===== config.mk =====
export PLATFORM = sky130hd
export DESIGN_NAME = gpio_edge_ctrl
export DESIGN_NICKNAME = d
export VERILOG_FILES = /design/src/rtl/gpio_edge_pkg.sv /design/src/rtl/gpio_edge_decode.sv /design/src/rtl/gpio_edge_sampler.sv /design/src/rtl/gpio_edge_event.sv /design/src/rtl/gpio_edge_ctrl.sv
export SDC_FILE = /design/constraint.sdc
export NUM_CORES = 1
export LEC_CHECK = 0
export BUFFER_PORTS_ARGS = -buffer_cell sky130_fd_sc_hd__clkbuf_2
export CAP_MARGIN = 20
export CORE_AREA = 2 2 156 158
export DETAILED_ROUTE_END_ITERATION = 10
export DIE_AREA = 0 0 158 160
export PLACE_DENSITY = 0.82
export SKIP_LAST_GASP = 1
export SYNTH_ARGS = -nofsm -noshare
export SYNTH_HDL_FRONTEND = slang
export SYNTH_SLANG_ARGS = --single-unit

===== constraint.sdc =====
create_clock -name clk -period 5.7 [get_ports clk]
set_input_delay 0.57 -clock clk [delete_from_list [all_inputs] [get_ports clk]]
set_output_delay 0.57 -clock clk [all_outputs]
set_load 0.01 [all_outputs]

===== src/rtl/gpio_edge_pkg.sv =====
package gpio_edge_pkg;

    localparam int REG_W  = 32;
    localparam int ADDR_W = 12;

    localparam logic [1:0] SIZE_WORD = 2'b10;

    localparam logic [ADDR_W-1:0] OFS_DIR   = 12'h000;
    localparam logic [ADDR_W-1:0] OFS_OD    = 12'h004;
    localparam logic [ADDR_W-1:0] OFS_DATA  = 12'h008;
    localparam logic [ADDR_W-1:0] OFS_EVENT = 12'h00C;
    localparam logic [ADDR_W-1:0] OFS_MASK  = 12'h010;
    localparam logic [ADDR_W-1:0] OFS_EDGE  = 12'h014;

    typedef enum logic [2:0] {
        SEL_DIR,
        SEL_OD,
        SEL_DATA,
        SEL_EVENT,
        SEL_MASK,
        SEL_EDGE,
        SEL_NONE
    } reg_sel_e;

    typedef struct packed {
        logic dir;
        logic od;
        logic data;
        logic event_clr;
        logic mask;
        logic edge_sel;
    } wr_strobe_t;

    function automatic reg_sel_e offset_to_sel(input logic [ADDR_W-1:0] ofs);
        reg_sel_e s;
        case (ofs)
            OFS_DIR:   s = SEL_DIR;
            OFS_OD:    s = SEL_OD;
            OFS_DATA:  s = SEL_DATA;
            OFS_EVENT: s = SEL_EVENT;
            OFS_MASK:  s = SEL_MASK;
            OFS_EDGE:  s = SEL_EDGE;
            default:   s = SEL_NONE;
        endcase
        return s;
    endfunction

    // Event condition for one pin: falling-only when fall_only, else any change.
    function automatic logic edge_hit(input logic prev, input logic now, input logic fall_only);
        return fall_only ? (prev & ~now) : (prev ^ now);
    endfunction

endpackage


===== src/rtl/gpio_edge_decode.sv =====
module gpio_edge_decode
    import gpio_edge_pkg::*;
(
    input  logic                bus_valid,
    input  logic                bus_write,
    input  logic [1:0]          bus_size,
    input  logic [ADDR_W-1:0]   bus_addr,
    output wr_strobe_t          wr,
    output logic                rd_en,
    output reg_sel_e            sel
);

    logic word_ok;
    logic wr_ok;

    always_comb begin
        word_ok = (bus_size == SIZE_WORD);
        sel     = offset_to_sel(bus_addr);
        wr_ok   = bus_valid && bus_write && word_ok;
        rd_en   = bus_valid && !bus_write && word_ok && (sel != SEL_NONE);
        wr      = '0;
        if (wr_ok) begin
            case (sel)
                SEL_DIR:   wr.dir       = 1'b1;
                SEL_OD:    wr.od        = 1'b1;
                SEL_DATA:  wr.data      = 1'b1;
                SEL_EVENT: wr.event_clr = 1'b1;
                SEL_MASK:  wr.mask      = 1'b1;
                SEL_EDGE:  wr.edge_sel  = 1'b1;
                default:   wr           = '0;
            endcase
        end
    end

endmodule


===== src/rtl/gpio_edge_sampler.sv =====
module gpio_edge_sampler #(
    parameter int W      = 32,
    parameter int STAGES = 2
) (
    input  logic         clk,
    input  logic         rst,
    input  logic [W-1:0] pin_in,
    output logic [W-1:0] level,
    output logic [W-1:0] level_prev
);

    logic [W-1:0] chain [STAGES];

    for (genvar g = 0; g < STAGES; g++) begin : g_stage
        if (g == 0) begin : g_first
            always_ff @(posedge clk) begin
                if (rst) chain[0] <= '0;
                else     chain[0] <= pin_in;
            end
        end else begin : g_next
            always_ff @(posedge clk) begin
                if (rst) chain[g] <= '0;
                else     chain[g] <= chain[g-1];
            end
        end
    end

    always_ff @(posedge clk) begin
        if (rst) level_prev <= '0;
        else     level_prev <= chain[STAGES-1];
    end

    assign level = chain[STAGES-1];

endmodule


===== src/rtl/gpio_edge_event.sv =====
module gpio_edge_event
    import gpio_edge_pkg::*;
#(
    parameter int W = 32
) (
    input  logic         clk,
    input  logic         rst,
    input  logic [W-1:0] level,
    input  logic [W-1:0] level_prev,
    input  logic [W-1:0] dir,
    input  logic [W-1:0] fall_only,
    input  logic         clr_en,
    input  logic [W-1:0] clr_bits,
    output logic [W-1:0] flags
);

    for (genvar i = 0; i < W; i++) begin : g_pin
        logic hit;
        logic clr;
        always_comb begin
            hit = !dir[i] && edge_hit(level_prev[i], level[i], fall_only[i]);
            clr = clr_en && clr_bits[i];
        end
        // A new edge takes priority over an acknowledge in the same cycle.
        always_ff @(posedge clk) begin
            if (rst)      flags[i] <= 1'b0;
            else if (hit) flags[i] <= 1'b1;
            else if (clr) flags[i] <= 1'b0;
        end
    end

    // a flag can only be raised on a pin that was an input
    a_r5_no_event_on_output: assert property (@(posedge clk) disable iff (rst)
        ((flags & ~$past(flags) & $past(dir)) == '0));

    // a flag only drops where a one was written to the event register
    a_r6_clear_only_written: assert property (@(posedge clk) disable iff (rst)
        (($past(flags) & ~flags & ~($past(clr_en) ? $past(clr_bits) : '0)) == '0));

endmodule


===== src/rtl/gpio_edge_ctrl.sv =====
module gpio_edge_ctrl
    import gpio_edge_pkg::*;
#(
    parameter int SYNC_STAGES = 2
) (
    input  logic              clk,
    input  logic              rst,
    input  logic              bus_valid,
    input  logic              bus_write,
    input  logic [1:0]        bus_size,
    input  logic [ADDR_W-1:0] bus_addr,
    input  logic [REG_W-1:0]  bus_wdata,
    output logic [REG_W-1:0]  bus_rdata,
    input  logic [REG_W-1:0]  pin_in,
    output logic [REG_W-1:0]  pin_out,
    output logic [REG_W-1:0]  pin_oe,
    output logic [REG_W-1:0]  pin_od,
    output logic              irq
);

    wr_strobe_t       wr;
    logic             rd_en;
    reg_sel_e         sel;

    logic [REG_W-1:0] dir_q;
    logic [REG_W-1:0] od_q;
    logic [REG_W-1:0] data_q;
    logic [REG_W-1:0] mask_q;
    logic [REG_W-1:0] edge_q;
    logic [REG_W-1:0] flags;
    logic [REG_W-1:0] level;
    logic [REG_W-1:0] level_prev;
    logic [REG_W-1:0] data_d;
    logic [REG_W-1:0] rd_mux;

    gpio_edge_decode u_decode (
        .bus_valid (bus_valid),
        .bus_write (bus_write),
        .bus_size  (bus_size),
        .bus_addr  (bus_addr),
        .wr        (wr),
        .rd_en     (rd_en),
        .sel       (sel)
    );

    gpio_edge_sampler #(.W(REG_W), .STAGES(SYNC_STAGES)) u_sampler (
        .clk        (clk),
        .rst        (rst),
        .pin_in     (pin_in),
        .level      (level),
        .level_prev (level_prev)
    );

    gpio_edge_event #(.W(REG_W)) u_event (
        .clk        (clk),
        .rst        (rst),
        .level      (level),
        .level_prev (level_prev),
        .dir        (dir_q),
        .fall_only  (edge_q),
        .clr_en     (wr.event_clr),
        .clr_bits   (bus_wdata),
        .flags      (flags)
    );

    // Output bits keep or take written data; input bits follow the sampled level.
    always_comb begin
        data_d = (dir_q & (wr.data ? bus_wdata : data_q)) | (~dir_q & level);
    end

    always_ff @(posedge clk) begin
        if (rst) begin
            dir_q  <= '0;
            od_q   <= '0;
            data_q <= '0;
            mask_q <= '0;
            edge_q <= '0;
        end else begin
            if (wr.dir)      dir_q  <= bus_wdata;
            if (wr.od)       od_q   <= bus_wdata;
            if (wr.mask)     mask_q <= bus_wdata;
            if (wr.edge_sel) edge_q <= bus_wdata;
            data_q <= data_d;
        end
    end

    always_comb begin
        case (sel)
            SEL_DIR:   rd_mux = dir_q;
            SEL_OD:    rd_mux = od_q;
            SEL_DATA:  rd_mux = data_q;
            SEL_EVENT: rd_mux = flags;
            SEL_MASK:  rd_mux = mask_q;
            SEL_EDGE:  rd_mux = edge_q;
            default:   rd_mux = '0;
        endcase
    end

    always_ff @(posedge clk) begin
        if (rst)        bus_rdata <= '0;
        else if (rd_en) bus_rdata <= rd_mux;
        else            bus_rdata <= '0;
    end

    assign pin_oe  = dir_q;
    assign pin_out = data_q & dir_q;
    assign pin_od  = od_q;
    assign irq     = |(flags & mask_q);

    // unmapped offsets read as zero
    a_r2_unmapped_reads_zero: assert property (@(posedge clk) disable iff (rst)
        (bus_valid && !bus_write && (offset_to_sel(bus_addr) == SEL_NONE)) |=> (bus_rdata == '0));

    // undersized writes change no configuration
    a_r8_size_write_ignored: assert property (@(posedge clk) disable iff (rst)
        (bus_valid && bus_write && (bus_size != SIZE_WORD))
            |=> ($stable(dir_q) && $stable(mask_q) && $stable(edge_q) && $stable(od_q)));

    // undersized reads return zero
    a_r8_size_read_zero: assert property (@(posedge clk) disable iff (rst)
        (bus_valid && !bus_write && (bus_size != SIZE_WORD)) |=> (bus_rdata == '0));

    // output-pin data bits hold between data writes
    a_r4_output_data_holds: assert property (@(posedge clk) disable iff (rst)
        !wr.data |=> (((data_q ^ $past(data_q)) & $past(dir_q)) == '0));

    // reset leaves every pin an input and the interrupt low
    a_r9_reset_state: assert property (@(posedge clk)
        rst |=> (pin_oe == '0 && pin_out == '0 && !irq && bus_rdata == '0));

endmodule


==> results of run 1 <==
## logic make-up after synthesis
group                    count (synthesis)  share of synthesized area, %
multiplexers                           150                         10.77
buffers and inverters                  164                         4.731
AND/OR/NAND/NOR                        587                         21.92
flip-flops                             320                         45.97
adder cells (fa/ha/maj)                 33                         2.963
XOR/XNOR                                 1                       0.06286
AO/OA/AOI/OAI                          285                         13.58
## flip-flops by register name, summed over array words and instances, names as in the netlist, named ones only
signal / count
u_sampler.chain: 64
bus_rdata: 32
edge_q: 32
mask_q: 32
pin_od: 32
pin_oe: 32
u_event.flags: 32
u_sampler.level_prev: 32
## synthesized netlist by cell type, types with 2 or more instances
cell,instances
sky130_fd_sc_hd__buf_4,3
sky130_fd_sc_hd__ha_1,33
sky130_fd_sc_hd__or3_1,2
sky130_fd_sc_hd__dfxtp_1,320
sky130_fd_sc_hd__o21ai_0,87
sky130_fd_sc_hd__nor2_1,112
sky130_fd_sc_hd__a22o_1,2
sky130_fd_sc_hd__mux2i_1,150
sky130_fd_sc_hd__a311oi_1,32
sky130_fd_sc_hd__o311a_1,11
sky130_fd_sc_hd__and3_1,3
sky130_fd_sc_hd__buf_2,14
sky130_fd_sc_hd__inv_1,64
sky130_fd_sc_hd__nand2_1,134
sky130_fd_sc_hd__a211o_1,22
sky130_fd_sc_hd__a221oi_1,24
sky130_fd_sc_hd__clkbuf_1,79
sky130_fd_sc_hd__o211ai_1,2
sky130_fd_sc_hd__nor3_1,2
sky130_fd_sc_hd__nor2b_1,66
sky130_fd_sc_hd__nand4_1,17
sky130_fd_sc_hd__nand2b_1,162
sky130_fd_sc_hd__o22ai_1,11
sky130_fd_sc_hd__nand3_1,35
sky130_fd_sc_hd__a22oi_1,22
sky130_fd_sc_hd__and2_1,44
sky130_fd_sc_hd__buf_6,2
sky130_fd_sc_hd__a21oi_1,65
## layer usage
metal	track usage [%]	part of all wire, %
met1	42.54	41
met2	50.93	46
met3	6.893	8.4
met4	14.70	4.4
met5	0	0
## critical path: stages
cell,delay [ps]
sky130_fd_sc_hd__clkbuf_2,90
sky130_fd_sc_hd__nor3_1,630
sky130_fd_sc_hd__and3_1,660
sky130_fd_sc_hd__inv_2,70
sky130_fd_sc_hd__ha_1,390
sky130_fd_sc_hd__buf_4,270
sky130_fd_sc_hd__a211oi_1,260
sky130_fd_sc_hd__o311a_1,640
sky130_fd_sc_hd__nand2_1,710
sky130_fd_sc_hd__o22ai_1,390
## through the flow
step | setup slack [ps] | hold slack [ps] | instance area [um2]
3_5_place_dp | 1115 | 423.1 | 15230
5_1_grt | 1257 | 271.7 | 16410
3_3_place_gp | 1174 | 415.9 | 15230
6_report | 1399 | 270.8 | 16420
4_1_cts | 1583 | 258.7 | 16410
2_1_floorplan | 2214 | 413.8 | 13940
## worst max-delay path by stage
stage	cells past startpoint	end	start
3_3_place_gp	10	bus_rdata[9]$_SDFF_PP0_	bus_addr[5]
5_1_grt	10	bus_rdata[5]$_SDFF_PP0_	bus_addr[5]
3_5_place_dp	10	bus_rdata[5]$_SDFF_PP0_	bus_addr[5]
4_1_cts	10	bus_rdata[5]$_SDFF_PP0_	bus_addr[5]
6_report	10	bus_rdata[5]$_SDFF_PP0_	bus_addr[5]
2_1_floorplan	14	pin_od[1]$_SDFFE_PP0P_	bus_addr[3]
## final cells by class
class | count | area share (%)
multi-input cells | 1056 | 42.01
flip-flops and latches | 320 | 39.02
repair buffers | 238 | 7.813
clock buffers | 47 | 5.854
well taps | 324 | 2.470
inverters | 65 | 1.486
clock inverters | 12 | 1.326
diodes | 1 | 0.01524
## report_power, final
part           switching (uW)  internal [uW]
logic                     119           85.5
registers                38.2           2290
clock network             883           1450
==> results.md, run 1 <==
- The run finished with clean final reports.
- The type of origin of the critical path is an input pin.
- In this run, the number of DRC markers left after iteration 0 of detailed routing was 1178.
- The via count of the first global-routing pass is about 12000.
- The maximum fanout count along the critical path is 14.
- The share of the core filled with cells is between 60% and 70%.
- The share of the synthesized area in the top cell type is 45.97%.
- For this run, asynchronously set or reset flops after synthesis account for 0%.
- The clock passes through at most 3 buffers.
- The min-delay analysis places its worst path in the category in -> reg.
- The overall routed net length is 41140 um.
- The path depth of the worst reg2reg path is 3.
- The leakage power figure is 0.007204 uW.
- In this run the most critical hold path is launched from pin_in[15].
- The actual transition at the worst max-transition pin is 1045 ps.
- The top cell types in the final layout, fill and taps aside, are 320 x sky130_fd_sc_hd__dfxtp_1, 209 x sky130_fd_sc_hd__clkbuf_2, 162 x sky130_fd_sc_hd__nand2b_1.
- The number of synthesis warnings is 0.
- IR analysis of the VDD net gives a maximum drop of 233.0 uV.
- The floorplan step defined a die boundary enclosing 25280 um2.
- In this run, placement finished with an instance count of 2003.
- The combined area of the multi-input logic cells is 6897 um2.
- The cell area after technology mapping is 13940 um2.
- The initial antenna violation count is 0.
- The count of state elements after synthesis is 320.
- The most used flip-flop cell after synthesis is sky130_fd_sc_hd__dfxtp_1.
- The design draws 4865 uW.
- The number of vias in the routed layout is about 12000.
- The H-tree depth reported by CTS is 2.
- The end of the worst register-to-register path is bus_rdata[30]$_SDFF_PP0_.
- The initial core utilization is 58.50%.
- Max-cap violations in this run came to 0.
- The detailed-route vias per instance is 5.891.
- The power density normalized to cell area is 296.4 nW/um2.
- Setup repair after global routing left no endpoint under its margin.
- The capturing element type of the critical path is a register.
- The share of the Yosys chip area taken by registers is 45.97%.
- The post-synthesis cell count is 1540.
- The final worst-path cycle share is between 70% and 80%.
- Across all register-to-register paths, the minimum setup slack is 4470 ps.
- The dominant cell type by area after synthesis is sky130_fd_sc_hd__dfxtp_1.
- Fill cells in the final layout number 1873.
- The first-pass GRT wire length is 63690 um.
- The CTS tree is yes.
- The number of top-level pins is 211.
- The total number of clock tree sinks is 320.
- The total CTS buffers is 34.
- By area the synthesized netlist is led by sky130_fd_sc_hd__dfxtp_1 46%, sky130_fd_sc_hd__mux2i_1 11%, sky130_fd_sc_hd__nand2b_1 7.3%, sky130_fd_sc_hd__nand2_1 3.6%, sky130_fd_sc_hd__o21ai_0 3.1%.
- Leaving out fill and tap cells, the most frequent cell in the layout is sky130_fd_sc_hd__dfxtp_1.
- The clock period could shrink to 4301 ps.
- The buffers inserted during post-CTS setup optimization is 0.
- The number of cell rows is 57.
- Counting every net in the synthesized netlist gives 1655.
- The root buffer cell chosen for the clock tree is sky130_fd_sc_hd__clkbuf_16.
- In the final timing run, aggregate negative setup slack is 0 ps.
- Global routing finished with a remaining overflow of 0.
- The maximum clock frequency is 232.5 MHz.
- The fraction of layout cells with a size suffix above 1 is between 15 and 20%.
- Data on the critical path arrives at its endpoint at 4690 ps.
- The number of buffers added on ports is 210.
- The count of nets left with antenna violations once routing finished came out at 0.
- The pin count of the biggest net entering global routing is 117.
- In this run the critical register-to-register path is launched from pin_oe[30]$_SDFFE_PP0P_.
- The path with the worst hold slack has its endpoint at u_sampler.chain[0][15]$_SDFF_PP0_.
- The worst pin sits at a relative slew slack of just over 30%.
- The floorplan step set the die height to 160 um.
- The first detailed-routing pass ran for 6 iterations.
- The critical path is of the in -> reg type.
- The mean area per synthesized cell is 9.049 um2.
- The number of hold violations in the final report is 0.
- Registers take 6406 um2.
- Once the clock tree was built, the resizer swapped 0 gates to a different size.
- The worst-case clock skew is roughly 14 ps.
- The post-layout instance count excluding filler cells is 2063.
- The number of setup violations in the final report is 0.
- The final number of max-transition violations was 0.
- The area inside the core boundary is 23820 um2.
- The net total in the final layout is approximately 1800.
- The source-to-sink clock delay at the later pin of the worst-skew pair is 510 ps.
- Clock-pin slew was measured on the worst setup and hold paths at 60 ps.
- The data required time at the worst endpoint is around 6100 ps.
- Compared with the post-synthesis result, the final layout area differs by 17.79%.
- The floorplan die width is 158 um.
- In this run, post-CTS hold repair placed 0 buffers.
- The total routing resource utilization after global routing is 32.33%.
- The HPWL after detailed placement is 27610 um.
- After detailed routing, the average wire length per cell comes to 19.94 um.
- Counting instances, the worst hold path has a depth of 2.
- In the routed design, unresolved DRC markers number 0.
- The number of enable flip-flop cells after synthesis is 0.
- Routability-driven placement finished with a final weighted congestion of between 0.9 and 1.
- The number of different library cells used by synthesis comes to 48.
No activity file was read; power rests on OpenSTA's default activity.
==> run 2: changes to the inputs <==
--- a/config.mk
+++ b/config.mk
@@ -7,10 +7,10 @@
 export LEC_CHECK = 0
 export BUFFER_PORTS_ARGS = -buffer_cell sky130_fd_sc_hd__clkbuf_2
 export CAP_MARGIN = 20
-export CORE_AREA = 2 2 156 158
+export CORE_AREA = 2 2 167 169
 export DETAILED_ROUTE_END_ITERATION = 10
-export DIE_AREA = 0 0 158 160
-export PLACE_DENSITY = 0.82
+export DIE_AREA = 0 0 169 171
+export PLACE_DENSITY = 0.76
 export SKIP_LAST_GASP = 1
 export SYNTH_ARGS = -nofsm -noshare
 export SYNTH_HDL_FRONTEND = slang
==> constraint.sdc (replaced) <==
create_clock -name clk -period 3.95 [get_ports clk]
set_input_delay 0.395 -clock clk [delete_from_list [all_inputs] [get_ports clk]]
set_output_delay 0.395 -clock clk [all_outputs]
set_load 0.01 [all_outputs]
==> run 2 against run 1 <==
Wire length grew 1.9%. Sequential power increased by 44%. Register-to-register slack got worse by 1700 ps. Non-clock buffer count is 13 higher. Via count decreased by 0.16%. Clock skew grew 2.6 ps. Sequential share of layout area is 0.24 points lower. Die area grew 14%.
==> results.md, run 2 (same netlist as run 1, synthesis figures left out) <==
- Run status: finished clean (unchanged).
- The routed length on met2 is 19050 um (was 18910 um).
- The number of flip-flops under the largest register name is 64 (unchanged).
- The relative area change from synthesis to final layout came to 18.52% (was 17.79%).
- The detailed-route vias per instance is 5.789 (was 5.891).
- The number of setup violations in the final report is 0 (unchanged).
- The final weighted congestion in routability-driven placement is 0.9629 (was 0.9773).
- The final number of max-transition violations came to 0 (unchanged).
- The mean routed wirelength per cell came to 20.00 um (was 19.94 um).
- The number of vias in the routed layout is 12130 (was 12150).
- The power density normalized to cell area is 412.8 nW/um2 (was 296.4 nW/um2).
- The highest ir drop seen on vdd is 334.5 uV (was 233.0 uV).
- The first-pass GRT wire length was 64450 um (was 63690 um).
- The type of the worst min-delay path is in -> reg (unchanged).
- The data required time at the worst endpoint is 4350 ps (was 6090 ps).
- The CTS tree is yes (unchanged).
- Crit-path cells: clkbuf_2, nor4_2, buf_4, and3_1, inv_2, ha_1, nand2b_1, nor4_4, o211a_1, buf_4, nand2_1, a311oi_1 (was clkbuf_2, nor3_1, and3_1, inv_2, ha_1, buf_4, a211oi_1, o311a_1, nand2_1, o22ai_1).
- The actual transition at the worst max-transition pin came to 945.2 ps (was 1045 ps).
- The most common library cell in the layout ignoring fill and taps is sky130_fd_sc_hd__dfxtp_1 (unchanged).
- The clock root buffer is sky130_fd_sc_hd__clkbuf_16 (unchanged).
- The worst-case clock skew came to 16.16 ps (was 13.59 ps).
- Dividing the final minimum period by the clock period gives 72.71%.
- The initial antenna violation count is 0 (unchanged).
- The fraction of layout cells with a size suffix above 1 is 17.77% (was 17.26%).
- The total routing resource utilization after global routing is 28.50% (was 32.33%).
- The initial core utilization is 51.00% (was 58.50%).
- The leakage power figure is 0.007245 uW (was 0.007204 uW).
- The vertical extent of the die is 171 um (was 160 um).
- The met3 routed wirelength is 3496 um (was 3446 um).
- The endpoint arrival time on the critical path is 3270 ps (was 4690 ps).
- The diode insertion count for antenna repair came to 0 (was 1).
- The share of the core filled with cells is 60.45% (was 68.91%).
- The reported max-cap violation count is 0 (unchanged).
- The clock-pin slew of the registers on the worst-case setup and hold paths was 60 ps (about the same).
- The sum of routed wire segments on met1 is 17210 um (was 16970 um).
- The register containing the most flip-flops in the final layout is u_sampler.chain (unchanged).
- The number of iterations in the first detailed-routing pass is 6 (unchanged).
- The area enclosed by the die boundary came to 28900 um2 (was 25280 um2).
- The highest metal layer with signal wires is met4 (unchanged).
- The total CTS buffers came to 34 (unchanged).
- The H-tree depth reported by CTS came to 2 (unchanged).
- The overall routed net length came to 41930 um (was 41140 um).
- The final global-route overflow total was 0 (unchanged).
- The worst slew margin relative to its limit is 36.84% (was 30.31%).
- The total of hold buffers inserted after clock tree synthesis was 0 (unchanged).
- The path depth of the worst reg2reg path came to 4 (was 3).
- The number of top-level pins came to 211 (unchanged).
- The source-to-sink clock delay at the later pin of the worst-skew pair is 520 ps (was 510 ps).
- The half-perimeter wire length of the detailed placement result was 29100 um (was 27610 um).
- The maximum root-to-sink buffer count is 3 (unchanged).
- The maximum fanout count along the critical path is 14 (unchanged).
- The DRC violation count after routing came to 0 (unchanged).
- The pin count of the biggest net entering global routing is 185 (was 117).
- Commonest cells after routing, fill and taps aside: 320 x sky130_fd_sc_hd__dfxtp_1, 209 x sky130_fd_sc_hd__clkbuf_2, 162 x sky130_fd_sc_hd__nand2b_1 (unchanged).
- The number of buffers added on ports is 210 (unchanged).
- The worst hold path cell count is 2 (unchanged).
- The starting DRC count in detailed routing is 1230 (was 1178).
- The buffers inserted during post-CTS setup optimization is 0 (unchanged).
- The count of instances resized after the clock tree is built is 0 (unchanged).
- The total number of clock tree sinks is 320 (unchanged).
- The area inside the core boundary is 27320 um2 (was 23820 um2).
- RSZ-0062 raised after global routing: no (unchanged).
- The capturing element type of the critical path is a register (unchanged).
- The number of cell rows is 61 (was 57).
- The via count of the first global-routing pass is 11530 (was 11600).
- The net total in the final layout is 1843 (was 1830).
- The floorplan die width is 169 um (was 158 um).
- The type of origin of the critical path is an input pin (unchanged).
- Timing would allow up to around 350 MHz.
- In this design, the critical path's most frequently occurring cell is sky130_fd_sc_hd__buf_4.
- The post-route setup TNS is 0 ps (unchanged).
- The clock period minus final worst setup slack is 2872 ps.
- The cell type of the slowest stage on the worst timing path is sky130_fd_sc_hd__nor4_4 (was sky130_fd_sc_hd__nand2_1).
- The number of hold violations in the final report came to 0 (unchanged).
- The worst stage delay on the critical path is 500 ps (was 710 ps).
- The remaining number of nets flagged by the antenna check after routing is 0 (unchanged).
- The type of the setup path with the least slack is in -> reg (unchanged).
[run 2: cell type report]
type | count | area [um2]
Fill cell | 2351 | 10810
Multi-Input combinational cell | 1056 | 6897
Sequential cell | 320 | 6406
Timing Repair Buffer | 251 | 1430
Clock buffer | 50 | 992.2
Tap cell | 346 | 432.9
Inverter | 65 | 244.0
Clock inverter | 8 | 115.1
[run 2: through the flow]
stage	std cells	setup WS [ps]	instance area (um2)	power [uW]	hold slack, ps
4_1_cts	2096	1152	16520	6851	74.11
3_3_place_gp	2038	632.1	15410	3708	418.0
5_1_grt	2096	853.6	16520	7028	85.39
6_report	2096	1078	16520	6818	82.50
2_1_floorplan	1540	639.2	13940	3583	413.8
3_5_place_dp	2038	624.5	15410	3720	422.0
[run 2: critical path: cells and delay by family]
family | cells | cell delay, ps
buffers and inverters | 4 | 640
and+or+nand+nor | 5 | 1310
adders and majority gates | 1 | 310
AOI/OAI and AO/OA | 2 | 630
[run 2: worst paths after layout]
check / from / endpoint / slack, ps
worst max-delay path: bus_addr[9] / register / 1080
worst min-delay path: pin_in[11] / u_sampler.chain[0][11]$_SDFF_PP0_ / 80
worst max register to register: edge_q[21]$_SDFFE_PP0P_ / bus_rdata[21]$_SDFF_PP0_ / 2740
worst min register to register: u_sampler.chain[0][24]$_SDFF_PP0_ / u_sampler.chain[1][24]$_SDFF_PP0_ / 430
[run 2: report_power, final]
part	switching, uW	internal (uW)	total, uW
clock	1280	1880	3160
combinational	172	125	297
sequential	58.4	3300	3360
[run 2: per-layer routing]
metal,global-route usage [%],up-vias
li1,-,5669
met1,36.64,5750
met2,45.96,573
met3,5.367,142
met4,14.57,0
met5,0,-
==> run 3: changes to the inputs <==
--- a/config.mk
+++ b/config.mk
@@ -7,10 +7,10 @@
 export LEC_CHECK = 0
 export BUFFER_PORTS_ARGS = -buffer_cell sky130_fd_sc_hd__clkbuf_2
 export CAP_MARGIN = 20
-export CORE_AREA = 2 2 167 169
+export CORE_AREA = 2 2 160 162
 export DETAILED_ROUTE_END_ITERATION = 10
-export DIE_AREA = 0 0 169 171
-export PLACE_DENSITY = 0.76
+export DIE_AREA = 0 0 162 164
+export PLACE_DENSITY = 0.79
 export SKIP_LAST_GASP = 1
 export SYNTH_ARGS = -nofsm -noshare
 export SYNTH_HDL_FRONTEND = slang
==> constraint.sdc (replaced) <==
create_clock -name clk -period 2.8 [get_ports clk]
set_input_delay 0.28 -clock clk [delete_from_list [all_inputs] [get_ports clk]]
set_output_delay 0.28 -clock clk [all_outputs]
set_load 0.01 [all_outputs]
==> run 3 against run 2 <==
Cell area is 4.0% higher. Wire length rose by 2.0%. Register-to-register slack worse by 1200 ps. Combinational power is 56% higher. Sequential cell count unchanged. Hold slack worse by 70 ps. Clock-buffer cell count unchanged. Sequential share of layout area down 1.5 points. Highest routed layer unchanged. Via count up 2.7%. Critical path depth is 7 lower. Utilization increased by 8.8 points.
==> results.md, run 3 (same netlist as run 1, synthesis figures left out) <==
- Run status: finished clean (unchanged).
- The critical register-to-register path startpoint is edge_q[30]$_SDFFE_PP0P_ (was edge_q[21]$_SDFFE_PP0P_).
- The fraction of layout cells with a size suffix above 1 is 19.16% (was 17.77%).
- The final weighted congestion in routability-driven placement is 0.9973 (was 0.9629).
- The mean routed wirelength per cell is 20.03 um (was 20.00 um).
- The diode insertion count for antenna repair was 0 (unchanged).
- The number of vias in the routed layout is 12460 (was 12130).
- The critical path ends at irq.
- The number of flip-flops under the largest register name is 64 (unchanged).
- The cell type of the slowest stage on the worst timing path is sky130_fd_sc_hd__or4_1 (was sky130_fd_sc_hd__nor4_4).
- The actual transition at the worst max-transition pin is 760.8 ps (was 945.2 ps).
- The worst slew margin relative to its limit was 49.28% (was 36.84%).
- The initial antenna violation count is 0 (unchanged).
- The type of the setup path with the least slack is reg -> out (was in -> reg).
- The leakage power figure is 0.007579 uW (was 0.007245 uW).
- The clock-pin slew of the registers on the worst-case setup and hold paths is 60 ps (about the same).
- The end of the worst register-to-register path was bus_rdata[30]$_SDFF_PP0_ (was bus_rdata[21]$_SDFF_PP0_).
- The total number of clock tree sinks is 320 (unchanged).
- The area inside the core boundary is 24820 um2 (was 27320 um2).
- The total routing resource utilization after global routing came to 31.55% (was 28.50%).
- The vertical extent of the die is 164 um (was 171 um).
- The reported max-cap violation count is 0 (unchanged).
- The most common library cell in the layout ignoring fill and taps is sky130_fd_sc_hd__dfxtp_1 (unchanged).
- The number of hold violations in the final report came to 0 (unchanged).
- Commonest cells after routing, fill and taps aside: 320 x sky130_fd_sc_hd__dfxtp_1, 209 x sky130_fd_sc_hd__clkbuf_2, 162 x sky130_fd_sc_hd__nand2b_1 (unchanged).
- The number of buffers added on ports is 210 (unchanged).
- The overall power of the completed layout is 10090 uW (was 6818 uW).
- The path depth of the worst reg2reg path was 4 (unchanged).
- The half-perimeter wire length of the detailed placement result is 28920 um (was 29100 um).
- The post-route setup TNS is 0 ps (unchanged).
- The maximum fanout count along the critical path is 3 (was 14).
- The relative area change from synthesis to final layout is 23.29% (was 18.52%).
- The highest ir drop seen on vdd came to 506.9 uV (was 334.5 uV).
- The number of iterations in the first detailed-routing pass is 6 (unchanged).
- The number of cell rows was 58 (was 61).
- The clock period minus final worst setup slack is 2667 ps.
- The area enclosed by the die boundary is 26570 um2 (was 28900 um2).
- The net total in the final layout is 1896 (was 1843).
- The starting DRC count in detailed routing is 1463 (was 1230).
- The number of setup violations in the final report is 0 (unchanged).
- The type of origin of the critical path is a register (was input pin).
- RSZ-0062 raised after global routing: no (unchanged).
- Derived from the worst setup path, the maximum achievable clock frequency is 374.9 MHz.
- The initial core utilization is 56.15% (was 51.00%).
- The floorplan die width is 162 um (was 169 um).
- The register containing the most flip-flops in the final layout is u_sampler.chain (unchanged).
- The type of the worst min-delay path is in -> reg (unchanged).
- The source-to-sink clock delay at the later pin of the worst-skew pair is 510 ps (was 520 ps).
- The data required time at the worst endpoint is 2520 ps (was 4350 ps).
- The DRC violation count after routing is 0 (unchanged).
- The worst stage delay on the critical path is 620 ps (was 500 ps).
- The share of the core filled with cells is 69.23% (was 60.45%).
- The placed standard-cell area is 15660 um2 (was 15410 um2).
- The kind of cell adding the most delay to the critical path is simple AND/OR/NAND/NOR gates (unchanged).
- The detailed-route vias per instance is 5.832 (was 5.789).
- The power density normalized to cell area is 587.4 nW/um2 (was 412.8 nW/um2).
- The H-tree depth reported by CTS is 2 (unchanged).
- The number of cells on the critical path is 5 (was 12).
- The total CTS buffers is 34 (unchanged).
- The maximum root-to-sink buffer count is 3 (unchanged).
- The number of buffers and inverters on the critical path is 1 (was 4).
- The final global-route overflow total came to 0 (unchanged).
- The final number of max-transition violations came to 0 (unchanged).
- The clock root buffer was sky130_fd_sc_hd__clkbuf_16 (unchanged).
- The number of top-level pins was 211 (unchanged).
- The remaining number of nets flagged by the antenna check after routing came to 0 (unchanged).
- Crit-path cells: a22o_1, a221oi_1, nand3_1, or4_1, clkbuf_2 (was clkbuf_2, nor4_2, buf_4, and3_1, inv_2, ha_1, nand2b_1, nor4_4, o211a_1, buf_4, nand2_1, a311oi_1).
- The first-pass GRT wire length is 65350 um (was 64450 um).
- The final critical path takes up around 95% of the cycle.
- The total of hold buffers inserted after clock tree synthesis came to 27 (was 0).
- The setup slack on the worst flop-to-flop path is 1540 ps (was 2740 ps).
- The buffers inserted during post-CTS setup optimization came to 0 (unchanged).
- The count of instances resized after the clock tree is built is 0 (unchanged).
- The worst-case clock skew is 8.304 ps (was 16.16 ps).
- The via count of the first global-routing pass is 11800 (was 11530).
- The overall routed net length is 42780 um (was 41930 um).
- The start point of the critical path was mask_q[23]$_SDFFE_PP0P_ (was bus_addr[9]).
- The cell area after layout is 17180 um2 (was 16520 um2).
- The endpoint arrival time on the critical path is 2390 ps (was 3270 ps).
- The capturing element type of the critical path was an output pin (was register).
- The pin count of the biggest net entering global routing is 177 (was 185).
- The CTS tree is yes (unchanged).
==> run 3: worst min-delay path by stage <==
stage / slack, ps / endpoint / start / cells after the start
final: 10 / u_sampler.chain[0][14]$_SDFF_PP0_ / pin_in[14] / 2
after global routing: 20 / u_sampler.chain[0][13]$_SDFF_PP0_ / pin_in[13] / 2
after CTS: 2 / u_sampler.chain[0][5]$_SDFF_PP0_ / pin_in[5] / 2
after detailed placement: 420 / u_sampler.chain[1][25]$_SDFF_PP0_ / u_sampler.chain[0][25]$_SDFF_PP0_ / 1
after global placement: 420 / u_sampler.chain[1][14]$_SDFF_PP0_ / u_sampler.chain[0][14]$_SDFF_PP0_ / 1
after floorplan: 410 / u_sampler.chain[0][0]$_SDFF_PP0_ / pin_in[0] / 1
==> run 3: layout make-up <==
| class | count | area, um2 |
|---|---|---|
| Tap cell | 330 | 412.9 |
| Multi-Input combinational cell | 1056 | 6927 |
| Sequential cell | 320 | 6406 |
| Clock inverter | 11 | 211.5 |
| Clock buffer | 50 | 1032 |
| Timing Repair Buffer | 304 | 1948 |
| Inverter | 65 | 244.0 |
| Fill cell | 1905 | 7637 |
==> run 3: power breakdown <==
group          total [uW]  switching [uW]  internal (uW)  leakage (uW)
clock                4900            1790           3110      0.000610
combinational         463             254            209       0.00437
sequential           4730            77.1           4660       0.00260
total               10100            2120           7980       0.00758
==> run 3: layer usage <==
layer,vias up,global-route usage [%],share of wire [%]
li1,5787,-,-
met1,5898,40.80,40
met2,624,51.20,46
met3,148,5.631,9.0
met4,0,15.41,4.6
met5,-,0,0
==> run 3: worst register-to-register path, delay by kind of cell (launching register included) <==
| family | cells | cell delay, ps |
|---|---|---|
| compound gates | 3 | 620 |
| flops | 1 | 390 |
| simple gates | 1 | 140 |
==> run 3: stage by stage <==
step                std cells  worst slack, ps  hold WS (ps)
detailed placement       2047            29.91         420.4
floorplan                1540           0.6370         408.2
global route             2136            84.23         24.72
global placement         2047            136.8         415.5
CTS                      2135            137.4         2.022
finish                   2136            132.8         12.29
